### config.mk
export PLATFORM = sky130hd
export DESIGN_NAME = sweep_feeder
export DESIGN_NICKNAME = d
export VERILOG_FILES = /design/src/rtl/sweep_feeder_pkg.sv /design/src/rtl/feeder_ctrl.sv /design/src/rtl/feeder_window.sv /design/src/rtl/feeder_wbank.sv /design/src/rtl/sweep_feeder.sv
export SDC_FILE = /design/constraint.sdc
export NUM_CORES = 1
export LEC_CHECK = 0
export ABC_AREA = 1
export BUFFER_PORTS_ARGS = -buffer_cell sky130_fd_sc_hd__clkbuf_2
export CAP_MARGIN = 0
export CORE_MARGIN = 4
export CORE_UTILIZATION = 30
export DETAILED_ROUTE_END_ITERATION = 10
export GPL_TIMING_DRIVEN = 0
export HOLD_SLACK_MARGIN = 0.02
export PLACE_DENSITY_LB_ADDON = 0.2
export SYNTH_ARGS = -nofsm -noshare
export SYNTH_HDL_FRONTEND = slang
export SYNTH_SLANG_ARGS = --single-unit
### constraint.sdc
create_clock -name clk -period 7.15 [get_ports clk]
set_clock_uncertainty 0.2 [all_clocks]
set_input_delay 1.0725 -clock clk [delete_from_list [all_inputs] [get_ports clk]]
set_output_delay 1.0725 -clock clk [all_outputs]
set_load 0.05 [all_outputs]
### src/rtl/sweep_feeder_pkg.sv
package sweep_feeder_pkg;
    localparam int K  = 5;
    localparam int PW = $clog2(K);

    typedef logic [PW-1:0] slot_t;

    typedef enum logic [1:0] {
        ST_IDLE,
        ST_FILL,
        ST_RUN
    } sweep_state_e;

    function automatic slot_t slot_next(input slot_t s);
        return (s == slot_t'(K - 1)) ? '0 : s + slot_t'(1);
    endfunction
endpackage

### src/rtl/feeder_ctrl.sv
module feeder_ctrl import sweep_feeder_pkg::*; #(
    parameter int AW   = 12,
    parameter int LW   = 8,
    parameter int STEP = K
) (
    input  logic          clk,
    input  logic          rst,
    input  logic          start,
    input  logic [AW-1:0] row_base,
    input  logic [LW-1:0] row_len,
    input  logic          last_row,
    output logic          rd_en,
    output logic [AW-1:0] rd_addr,
    output slot_t         ptr,
    output logic          load_en,
    output logic          rot_en,
    output logic          restore,
    output logic          valid,
    output logic          row_done,
    output logic          frame_done
);
    sweep_state_e  st_q;
    logic [LW-1:0] col_q, len_q;
    logic [AW-1:0] addr_q;
    slot_t         ptr_q;
    logic          last_q;
    logic          more;
    logic          accept;

    always_comb begin
        more       = (col_q < len_q);
        load_en    = (st_q == ST_FILL) || ((st_q == ST_RUN) && more);
        rot_en     = (st_q == ST_RUN) && more;
        valid      = (st_q == ST_RUN);
        row_done   = (st_q == ST_RUN) && !more;
        frame_done = row_done && last_q;
        accept     = start && ((st_q == ST_IDLE) || row_done);
        restore    = accept;
        rd_en      = load_en;
        rd_addr    = addr_q;
        ptr        = ptr_q;
    end

    always_ff @(posedge clk) begin
        if (rst) begin
            st_q   <= ST_IDLE;
            col_q  <= '0;
            len_q  <= '0;
            addr_q <= '0;
            ptr_q  <= '0;
            last_q <= 1'b0;
        end else if (accept) begin
            st_q   <= ST_FILL;
            col_q  <= '0;
            len_q  <= row_len;
            addr_q <= row_base;
            ptr_q  <= '0;
            last_q <= last_row;
        end else if (load_en) begin
            col_q  <= col_q + LW'(1);
            addr_q <= addr_q + AW'(STEP);
            ptr_q  <= slot_next(ptr_q);
            if (st_q == ST_FILL && col_q == LW'(K - 1))
                st_q <= ST_RUN;
        end else if (st_q == ST_RUN) begin
            st_q <= ST_IDLE;
        end
    end

    p_addr_step_r3: assert property (@(posedge clk) disable iff (rst)
        (rd_en && $past(rd_en)) |-> (rd_addr == $past(rd_addr) + AW'(STEP)))
        else $error("p_addr_step_r3");

    p_done_in_window_r9: assert property (@(posedge clk) disable iff (rst)
        (row_done || frame_done) |-> valid)
        else $error("p_done_in_window_r9");

    p_chain_read_r10: assert property (@(posedge clk) disable iff (rst)
        (row_done && start) |=> (rd_en && rd_addr == $past(row_base)))
        else $error("p_chain_read_r10");
endmodule

### src/rtl/feeder_window.sv
module feeder_window import sweep_feeder_pkg::*; #(
    parameter int DW = 8
) (
    input  logic              clk,
    input  logic              rst,
    input  logic              load_en,
    input  slot_t             load_slot,
    input  logic [K*DW-1:0]   col_data,
    output logic [K*K*DW-1:0] win_bus
);
    logic [K*DW-1:0] slot_q [K];

    for (genvar p = 0; p < K; p++) begin : g_slot
        always_ff @(posedge clk) begin
            if (rst)
                slot_q[p] <= '0;
            else if (load_en && load_slot == slot_t'(p))
                slot_q[p] <= col_data;
        end

        assign win_bus[p*K*DW +: K*DW] = slot_q[p];

        p_hold_r5: assert property (@(posedge clk) disable iff (rst)
            ($past(load_en) && $past(load_slot) != slot_t'(p)) |->
                (win_bus[p*K*DW +: K*DW] == $past(win_bus[p*K*DW +: K*DW])))
            else $error("p_hold_r5");

        p_capture_r4: assert property (@(posedge clk) disable iff (rst)
            ($past(load_en) && $past(load_slot) == slot_t'(p)) |->
                (win_bus[p*K*DW +: K*DW] == $past(col_data)))
            else $error("p_capture_r4");
    end
endmodule

### src/rtl/feeder_wbank.sv
module feeder_wbank import sweep_feeder_pkg::*; #(
    parameter int WW = 8
) (
    input  logic              clk,
    input  logic              rst,
    input  logic              wr_en,
    input  slot_t             wr_col,
    input  logic [K*WW-1:0]   wr_data,
    input  logic              restore,
    input  logic              rot_en,
    output logic [K*K*WW-1:0] wt_bus
);
    logic [K*WW-1:0] base_q [K];
    logic [K*WW-1:0] bank_q [K];

    for (genvar p = 0; p < K; p++) begin : g_col
        localparam int PV = (p + K - 1) % K;

        always_ff @(posedge clk) begin
            if (rst)
                base_q[p] <= '0;
            else if (wr_en && wr_col == slot_t'(p))
                base_q[p] <= wr_data;
        end

        always_ff @(posedge clk) begin
            if (rst)
                bank_q[p] <= '0;
            else if (restore)
                bank_q[p] <= base_q[p];
            else if (rot_en)
                bank_q[p] <= bank_q[PV];
        end

        assign wt_bus[p*K*WW +: K*WW] = bank_q[p];

        p_rotate_r6: assert property (@(posedge clk) disable iff (rst)
            ($past(rot_en) && !$past(restore)) |->
                (wt_bus[p*K*WW +: K*WW] == $past(wt_bus[PV*K*WW +: K*WW])))
            else $error("p_rotate_r6");

        p_frozen_r7: assert property (@(posedge clk) disable iff (rst)
            (!$past(rot_en) && !$past(restore)) |->
                $stable(wt_bus[p*K*WW +: K*WW]))
            else $error("p_frozen_r7");
    end
endmodule

### src/rtl/sweep_feeder.sv
module sweep_feeder import sweep_feeder_pkg::*; #(
    parameter int DW   = 8,
    parameter int WW   = 8,
    parameter int AW   = 12,
    parameter int LW   = 8,
    parameter int STEP = K
) (
    input  logic              clk,
    input  logic              rst,
    input  logic              start,
    input  logic [AW-1:0]     row_base,
    input  logic [LW-1:0]     row_len,
    input  logic              last_row,
    output logic              fm_rd_en,
    output logic [AW-1:0]     fm_rd_addr,
    input  logic [K*DW-1:0]   fm_rd_data,
    input  logic              wt_wr_en,
    input  logic [PW-1:0]     wt_wr_col,
    input  logic [K*WW-1:0]   wt_wr_data,
    output logic              win_valid,
    output logic [PW-1:0]     win_head,
    output logic [K*K*DW-1:0] win_bus,
    output logic [K*K*WW-1:0] wt_bus,
    output logic              row_done,
    output logic              frame_done
);
    slot_t ptr;
    logic  load_en, rot_en, restore;

    feeder_ctrl #(.AW(AW), .LW(LW), .STEP(STEP)) u_ctrl (
        .clk, .rst, .start, .row_base, .row_len, .last_row,
        .rd_en(fm_rd_en), .rd_addr(fm_rd_addr), .ptr,
        .load_en, .rot_en, .restore,
        .valid(win_valid), .row_done, .frame_done
    );

    feeder_window #(.DW(DW)) u_window (
        .clk, .rst, .load_en, .load_slot(ptr),
        .col_data(fm_rd_data), .win_bus
    );

    feeder_wbank #(.WW(WW)) u_wbank (
        .clk, .rst, .wr_en(wt_wr_en), .wr_col(wt_wr_col),
        .wr_data(wt_wr_data), .restore, .rot_en, .wt_bus
    );

    assign win_head = ptr;

    p_reset_quiet_r1: assert property (@(posedge clk)
        $past(rst) |-> (!win_valid && !fm_rd_en && !row_done && !frame_done))
        else $error("p_reset_quiet_r1");
endmodule

# ---- Word-level counts from Yosys, hierarchy flattened
# Memory sizes are Yosys's and may differ from the RTL's.
# Index checks and enable logic that the tools add are counted.
# Widths: inputs -> output; s select.
dict set report op_classes {
  addsub 3
  magnitude_cmp 1
  n_eq_ne 13
  muxes 66
  bitwise_logic 20
  n_reduce_logical 27
}
# operator n
set op_table {}
lappend op_table {{$mux 40} 20}
lappend op_table {{$mux 1} 40}
lappend op_table {{$mux 12} 2}
lappend op_table {{$or 1x1->1} 20}
lappend op_table {{$logic_and 1x1->1} 15}
lappend op_table {{$add 12x3->12 const B} 1}
lappend op_table {{$eq 3x2->1 const B} 4}
lappend op_table {{$add 8x1->8 const B} 1}
lappend op_table {{$eq 8x3->1 const B} 1}
lappend op_table {{$lt 8x8->1} 1}
lappend op_table {{$eq 3x1->1 const B} 2}
lappend op_table {{$eq 3x3->1 const B} 2}
lappend op_table {{$logic_not 3->1} 2}
lappend op_table {{$mux 2} 3}
lappend op_table {{$reduce_and 2->1} 2}
lappend op_table {{$reduce_bool 2->1} 2}
lappend op_table {{$add 3x1->3 const B} 1}
lappend op_table {{$mux 3} 1}
lappend op_table {{$ne 3x3->1 const B} 1}
lappend op_table {{$reduce_bool 3->1} 1}
lappend op_table {{$eq 2x1->1 const B} 1}
lappend op_table {{$eq 2x2->1 const B} 1}
lappend op_table {{$logic_not 2->1} 1}
lappend op_table {{$logic_or 1x1->1} 2}
lappend op_table {{other kinds (3)} 3}
dict set report word_totals {
  ff_bits 34
  ramBits 600
  wordCells 140
  mem_count 3
}
# memory depth width read_ports rd_ports_with_merged_regs wr line_no
set mem_list {}
lappend mem_list {u_wbank.bank_q 5 40 5 0 5 feeder_wbank.sv:14} ;# logic [K*WW-1:0] bank_q [K];
lappend mem_list {u_wbank.base_q 5 40 5 0 5 feeder_wbank.sv:13} ;# logic [K*WW-1:0] base_q [K];
lappend mem_list {u_window.slot_q 5 40 5 0 5 feeder_window.sv:11} ;# logic [K*DW-1:0] slot_q [K];

# ---- Longest topological paths before layout
# Gate-level depths: netlist (run 1).
dict set report depth {
  ltp_word 10
  ltp_mapped 14
  ltp_nobuf 13
}

# ---- Hierarchy
# Synthesis (run 1) repeated with hierarchy kept, for this count alone.
dict set report unflattened {
  cells_unflattened 2150
  area_unflattened_um2 25749.7
}
# module instances cells_each area_each_um2 seq_area_each_um2
set modules_own_cells {}
lappend modules_own_cells {feeder_wbank 1 1374 16444.5 12011.5}
lappend modules_own_cells {feeder_window 1 487 7121.8 6005.8}
lappend modules_own_cells {feeder_ctrl 1 289 2183.3 680.7}

# ---- Least setup slack after synthesis (run 1)
# Ideal clock, no wire load.
dict set report synth_timing {
  kind {in2reg}
  from {in start}
  to {mem u_wbank.bank_q[0][0] (netlist name), enable pin}
  setup_time_ns 1.327
  t_arrival_ns 4.060
  required_time_ns 5.623
  setup_slack_ns 1.563
  stages 6
  path_buffers 0
  cell_sequence {inv_1 -> nor2_1 -> nand2_1 -> inv_2 -> nor2_4 -> nand2_1}
}
# item line_no
set synth_rtl {}
lappend synth_rtl {{from (decl)} sweep_feeder.sv:10} ;# input logic start,
lappend synth_rtl {{to (decl)} feeder_wbank.sv:14}

# ---- Final worst setup path (run 1)
dict set report layout_timing {
  from {reg u_ctrl.col_q[5]}
  to {out fm_rd_en}
}
dict set report layout_via {
  elab_chain_len 3
}
# item line_no
set layout_rtl {}
lappend layout_rtl {{from (decl)} feeder_ctrl.sv:23} ;# logic [LW-1:0] col_q, len_q;
lappend layout_rtl {{from (signal assigned)} feeder_ctrl.sv:60} ;# col_q <= col_q + LW'(1);
lappend layout_rtl {{$lt 8x8->1} feeder_ctrl.sv:31} ;# more = (col_q < len_q);
lappend layout_rtl {{$logic_and 1x1->1} feeder_ctrl.sv:32} ;# load_en = (st_q == ST_FILL) || ((st_q == ST_RUN) && more);
lappend layout_rtl {{$logic_or 1x1->1} feeder_ctrl.sv:32}
lappend layout_rtl {{to (decl)} sweep_feeder.sv:14} ;# output logic fm_rd_en,
# No other way between the ends.

==> qor.csv, run 1 <==
stage,metric,value,unit
sta,finalSetupViolCount,0,
detailed_routing,drc,0,
clocking,clockRootBuffer,clkbuf_16,
setup_path,crit_path_top_delay_cell,dfxtp_1,
synth,synth_top_area_cell,edfxtp_1,
detailed_routing,wirelength,81640,µm
setup_path,worst_path_largest_cell_delay,470,ps
final_layout,layout_common_cells,"634 x nand2_1, 600 x edfxtp_1, 526 x clkbuf_2, 426 x nor2_1, 125 x inv_1",
clocking,cts_resized,0,
setup_path,required,5880,ps
setup_path,cp_cell_sequence,ha_1 -> a21oi_1 -> o21a_1 -> nand3_4 -> nand2_2 -> buf_6 -> buf_2 -> clkbuf_2,
synth,synth_area,0.02482,mm²
clocking,path_clk_slew,60,ps
setup_path,path_max_fanout,10,
synth,synth-seq-cells,634,
die,start_util,30.23,%
final_layout,nFillCells,8118,
synth,synthCells,2104,
clocking,clk_path_buf_depth,3,
placement,io_buffer_count,526,
job,max-cap-violations,0,
die,die_h,295.7,µm
final_layout,drive_gt1_share,26.22,%
sta,max_slew.worst_pin.slew,995.8,ps
clocking,cts_buffers,72,
synth,synth_seq_area_share,75.33,%
sta,post-route-period-util,58.61,%
global_routing,grt_overflow,0,
detailed_routing,vias_per_cell,4.564,
global_routing,antenna_found_initial,9,
clocking,clkSinkCount,634,
detailed_routing,first_pass_iters,5,
sta,setup-tns-final,0,ps
clocking,hold_buffers,0,
final_layout,fin_cells,3846,
global_routing,grt_max_degree,64,
setup_path,worstSetupEndpointType,primary output,
sta,rsz0062_at_grt,false,
die,core.rowCount,105,
global_routing,grt_pass1_vias,17620,
clocking,post_cts_buffers,0,
final_layout,mostFrequentLayoutCell,nand2_1,
sta,whs,259.4,ps
synth,synth_top_area_share,72.58,%
sta,finalCriticalPeriod,4191,ps
synth,synthesis.nets,2227,
die,core_area,0.08211,mm²
placement,place_congestion,0.7879,
final_layout,nets,2840,
synth,synth_area_leaders,"edfxtp_1 73%, nand2_1 9.8%, nor2_1 6.4%",
sta,hold_violations,0,
sta,slew_headroom,33.62,%
pwr,finalPower,9.181,mW
global_routing,grt_use_total,17.98,%
detailed_routing,ant_nets,0,
setup_path,start_kind,flop,
placement,dp_hpwl,58750,µm
pwr,pwr_density_cell,292.7,mW/mm²
sta,max_freq,238.6,MHz
clocking,cts_max_level,3,
final_layout,seq_area,0.01870,mm²
setup_path,crit_type,reg -> out,
clocking,worstSkewPairLatency,610,ps
pwr,max-vdd-ir-drop,159.0,µV
clocking,cts_tree,built,
die,pin_count,527,
hold_path,hp-class,reg -> reg,
die,die_area,0.08741,mm²
synth,ys_types,29,
detailed_routing,avgRoutedWirePerCell,21.23,µm
synth,yosysWarnings,0,
global_routing,grt_pass1_wl,115700,µm
synth,synth_area_per_cell,11.80,µm²
setup_path,cp_data_arrival_time,2920,ps
detailed_routing,drtIter0Drc,1168,
pwr,p_leak,13.96,nW
final_layout,fin_util,38.19,%
die,die_w,295.7,µm
sta,maxSlewViolCount,0,
final_layout,syn_to_final_growth,26.34,%
final_layout,multi_input_area,0.005155,mm²
placement,dp.cells,3713,
status,outcome,completed,
detailed_routing,vias,17550,
flip-flops by register name, indices dropped and copies added (netlist names):
register,flops
u_ctrl.col_q,8
u_ctrl.last_q,1
u_ctrl.len_q,8
u_ctrl.ptr,3
u_ctrl.rd_addr,12
u_ctrl.st_q,2
u_wbank.bank_q,200
u_wbank.base_q,200
u_window.slot_q,200
final cells by class:
class,count,area share [%]
inverter,129,1.544
timing repair buffer,539,9.272
antenna,3,0.02394
sequential,634,59.62
tap,1070,4.269
clock buffer,91,5.973
buffer,101,1.688
clock inverter,39,1.169
multi-input combinational,1240,16.44
logic make-up (layout without fill, tap and decap cells):
logic type | Yosys count | count (layout) | synth area share [%]
AOI/OAI and AO/OA | 33 | 33 | 0.6906
xor gates and xnor gates | 11 | 11 | 0.3882
adders and majority gates | 15 | 15 | 0.7561
buffers and inverters | 230 | 899 | 4.083
DFF | 634 | 634 | 75.33
other | 0 | 3 | 0
and+or+nand+nor | 1181 | 1181 | 18.76
final timing paths:
kind                   startpoint                    end  slack, ps  depth (start not counted)
setup / recovery  u_ctrl.col_q[5]               fm_rd_en       2960                          8
hold reg to reg   u_ctrl.len_q[0]        u_ctrl.len_q[0]        260                          2
hold / removal    u_ctrl.len_q[0]        u_ctrl.len_q[0]        260                          2
setup reg to reg  u_ctrl.col_q[5]  u_wbank.bank_q[1][12]       3760                          7
per-layer routing:
metal | track usage, % | wire (µm) | vias up
li1 | - | - | 8177
met1 | 20.87 | 31200 | 8571
met2 | 32.14 | 40860 | 662
met3 | 5.362 | 7544 | 131
met4 | 5.366 | 1964 | 12
met5 | 0 | 77 | -
per-stage QoR:
| step | instance area (µm²) | setup slack (ps) |
|---|---|---|
| after floorplan | 24820 | 1563 |
| after global placement | 28790 | -1383 |
| after detailed placement | 29110 | 2800 |
| after CTS | 31350 | 2868 |
| after global routing | 31360 | 2802 |
| final | 31360 | 2959 |
critical path: cells and delay by family (launching register included):
family	cells	cell delay [ps]
buf+inv	3	770
flops	1	470
simple gates	2	430
compound gates	2	350
fa+ha+maj	1	300
report_power, final:
| group | total (mW) | internal, mW | switching, mW |
|---|---|---|---|
| Sequential | 4.46 | 4.33 | 0.133 |
| Combinational | 1.16 | 0.204 | 0.953 |
| Clock | 3.56 | 2.05 | 1.51 |
cell usage after synthesis (all sizes together):
master and count:
inv 129, clkbuf 30, buf 71, a21oi 21
dfxtp 34, nand3b 11, nor2 429, nor4 2
xor2 9, o21a 1, ha 15, nand2 647
o41ai 1, nand3 73, nand4 12, edfxtp 600
o21ai 10, or2 3, xnor2 2, nor3 4
No activity file was read; power rests on OpenSTA's default activity.
==> run 2, diff against run 1 <==
Clock period 7.15 ns to 3.36 ns, I/O delays scaled along.
==> run 2 against run 1 <==
Net effect:
- final cell count rose by 0.86%
- non-clock buffer count grew 27
- combinational power increased by 120%
- critical path depth is 1 lower
- final area up 1.5%
- register-to-register slack got worse by 3600 ps
- setup slack lost 2800 ps
- hold slack worse by 200 ps
- routed wire length up 4.5%
- die area stayed put
- via count is 1.0% higher
- largest power group unchanged
==> qor.csv, run 2 (synthesis results as in run 1) <==
stage,metric,value,unit,change
pwr,p_comb_share,12.6,%,about the same
pwr,max-vdd-ir-drop,330.9,µV,was 159.0 µV
setup_path,r2r_start,u_ctrl.col_q[7],,was u_ctrl.col_q[5]
detailed_routing,vias,17730,,was 17550
sta,finalCriticalPeriod,3166,ps,
sta,setup_ws,194.4,ps,was 2959 ps
setup_path,worst_r2r_path_depth,7,,unchanged
placement,placed_area,0.02909,mm²,was 0.02911 mm²
sta,slew_headroom,19.05,%,was 33.62%
sta,post-route-period-util,94.21,%,
global_routing,grt_max_degree,51,,was 64
pwr,power_frac_seq,47.5,%,was 48.6%
detailed_routing,avgRoutedWirePerCell,21.98,µm,was 21.23 µm
setup_path,crit_type,reg -> out,,unchanged
die,pin_count,527,,unchanged
sta,hold_violations,0,,unchanged
placement,place_congestion,0.8646,,was 0.7879
hold_path,worstHoldStart,fm_rd_data[32],,was u_ctrl.len_q[0]
sta,max_freq,315.9,MHz,
final_layout,drive_gt1_share,26.37,%,was 26.22%
placement,io_buffer_count,526,,unchanged
detailed_routing,wirelength,85270,µm,was 81640 µm
pwr,p_sw,5.682,mW,was 2.598 mW
job,max-cap-violations,0,,unchanged
sta,maxSlewViolCount,0,,unchanged
setup_path,path_max_fanout,19,,was 10
setup_path,cp_data_arrival_time,2460,ps,was 2920 ps
final_layout,stdcell_area,0.03183,mm²,was 0.03136 mm²
pwr,clkPwrFrac,39.9,%,was 38.8%
detailed_routing,drc,0,,unchanged
sta,rsz0062_at_grt,false,,unchanged
final_layout,top_regs,"u_wbank.bank_q (200), u_wbank.base_q (200), u_window.slot_q (200)",,unchanged
sta,max_slew.worst_pin.slew,1214,ps,was 995.8 ps
sta,setup-tns-final,0,ps,unchanged
global_routing,antenna_found_initial,6,,was 9
status,outcome,completed,,unchanged
final_layout,layout_common_cells,"634 x nand2_1, 600 x edfxtp_1, 525 x clkbuf_2, 426 x nor2_1, 125 x inv_1",,"was 634 x nand2_1, 600 x edfxtp_1, 526 x clkbuf_2, 426 x nor2_1, 125 x inv_1"
clocking,path_clk_slew,60,ps,about the same
final_layout,syn_to_final_growth,28.24,%,was 26.34%
final_layout,mostFrequentLayoutCell,nand2_1,,unchanged
die,core_area,0.08211,mm²,unchanged
die,core.rowCount,105,,unchanged
placement,pre_cts_ws,-392.1,ps,was 2800 ps
final_layout,nets,2870,,was 2840
clocking,cts_tree,built,,unchanged
pwr,p_int,14.30,mW,was 6.583 mW
setup_path,rr_endpoint,u_wbank.bank_q[0][34],,was u_wbank.bank_q[1][12]
setup_path,worstSetupEndpointType,primary output,,unchanged
global_routing,grt_pass1_vias,17740,,was 17620
clocking,clkSinkCount,634,,unchanged
detailed_routing,ant_nets,0,,unchanged
detailed_routing,drtIter0Drc,1302,,was 1168
clocking,cts_buffers,73,,was 72
detailed_routing,first_pass_iters,5,,unchanged
sta,finalSetupViolCount,0,,unchanged
clocking,worstSkewPairLatency,630,ps,was 610 ps
global_routing,grt_pass1_wl,120500,µm,was 115700 µm
global_routing,grt_use_total,18.91,%,was 17.98%
die,die_h,295.7,µm,unchanged
hold_path,min_to,u_window.slot_q[0][32],,was u_ctrl.len_q[0]
setup_path,required,2660,ps,was 5880 ps
setup_path,start_kind,flop,,unchanged
clocking,clockRootBuffer,clkbuf_16,,unchanged
pwr,p_sw_share,28.44,%,was 28.30%
sta,whs,62.87,ps,was 259.4 ps
global_routing,grt_overflow,0,,unchanged
hold_path,hp-class,in -> reg,,was reg -> reg
pwr,finalPower,19.98,mW,was 9.181 mW
placement,dp_hpwl,60950,µm,was 58750 µm
pwr,pwr_density_cell,627.7,mW/mm²,was 292.7 mW/mm²
clocking,clk_path_buf_depth,3,,unchanged
clocking,cts_max_level,3,,unchanged
die,start_util,30.23,%,unchanged
setup_path,ff2ff_setup_slack,200,ps,was 3760 ps
pwr,p_leak,14.17,nW,was 13.96 nW
detailed_routing,vias_per_cell,4.571,,was 4.564
hold_path,hold_depth,3,,was 2
die,die_w,295.7,µm,unchanged
die,die_area,0.08741,mm²,unchanged
## run 2: cell count changes in the layout (fill, tap and decap cells not counted), sizes merged
cell	delta
clkinvlp	-2
dlygate4sd3	+26
clkbuf	-3
nand2	+1
bufinv	+2
diode	+4
clkinv	+2
clkdlybuf4s15	+1
bufbuf	+1
o21ai	+1
## run 2: how the worst max path moves through the flow
stage / to / depth (start not counted) / start
floorplan: u_window.slot_q[0][0] / 8 / u_ctrl.st_q[1]
global placement: u_wbank.base_q[1][31] / 5 / rst
detailed placement: u_wbank.base_q[2][27] / 6 / rst
CTS: fm_rd_en / 7 / u_ctrl.col_q[7]
global route: u_wbank.bank_q[4][19] / 9 / u_ctrl.col_q[7]
finish: fm_rd_en / 7 / u_ctrl.col_q[7]
## run 2: stage by stage
step | std cells | util [%]
6_report | 3879 | 38.77
5_1_grt | 3872 | 38.75
4_1_cts | 3870 | 38.73
3_5_place_dp | 3712 | 35.43
3_3_place_gp | 3700 | 35.08
2_1_floorplan | 2104 | -
## run 2: power by group through the flow
stage	clock network, mW	registers [mW]	logic (mW)
finish	7.97	9.49	2.52
floorplan	0	10.8	0.480
global route	8.48	9.53	2.66
detailed placement	0	9.66	2.51
CTS	8.15	9.49	2.56
global placement	0	9.68	2.46
## run 2: worst max-delay path: stages, from the launching register on
cell and delay, ps:
dfxtp_1 440, ha_1 280, a21oi_1 140, o21a_1 200, nand3_4 180, nand2_4 150, buf_6 220, buf_4 230
## run 2: timing repair
action,CTS,global route
cloned,3,0
setup endpoints to repair,165,72
endpoints found under the hold margin,47,0
resized for setup,7,1
buffers inserted,0,2
pin swaps,3,1
hold buffers,26,0
## run 2: cell type report
class | instances | area (µm²)
Multi-Input combinational cell | 1242 | 5189
Sequential cell | 634 | 18700
Timing Repair Buffer | 567 | 3191
Tap cell | 1070 | 1339
Clock inverter | 41 | 470.5
Antenna cell | 7 | 17.52
Clock buffer | 89 | 1908
Inverter | 129 | 484.2
Buffer | 100 | 531.8
Fill cell | 8081 | 50280
## run 2: routing by layer
metal	vias to the layer above	part of all wire [%]	global-route usage, %
li1	8256	-	-
met1	8653	40	23.14
met2	699	49	32.48
met3	119	9.1	5.946
met4	2	2.5	5.047
met5	-	0.015	0
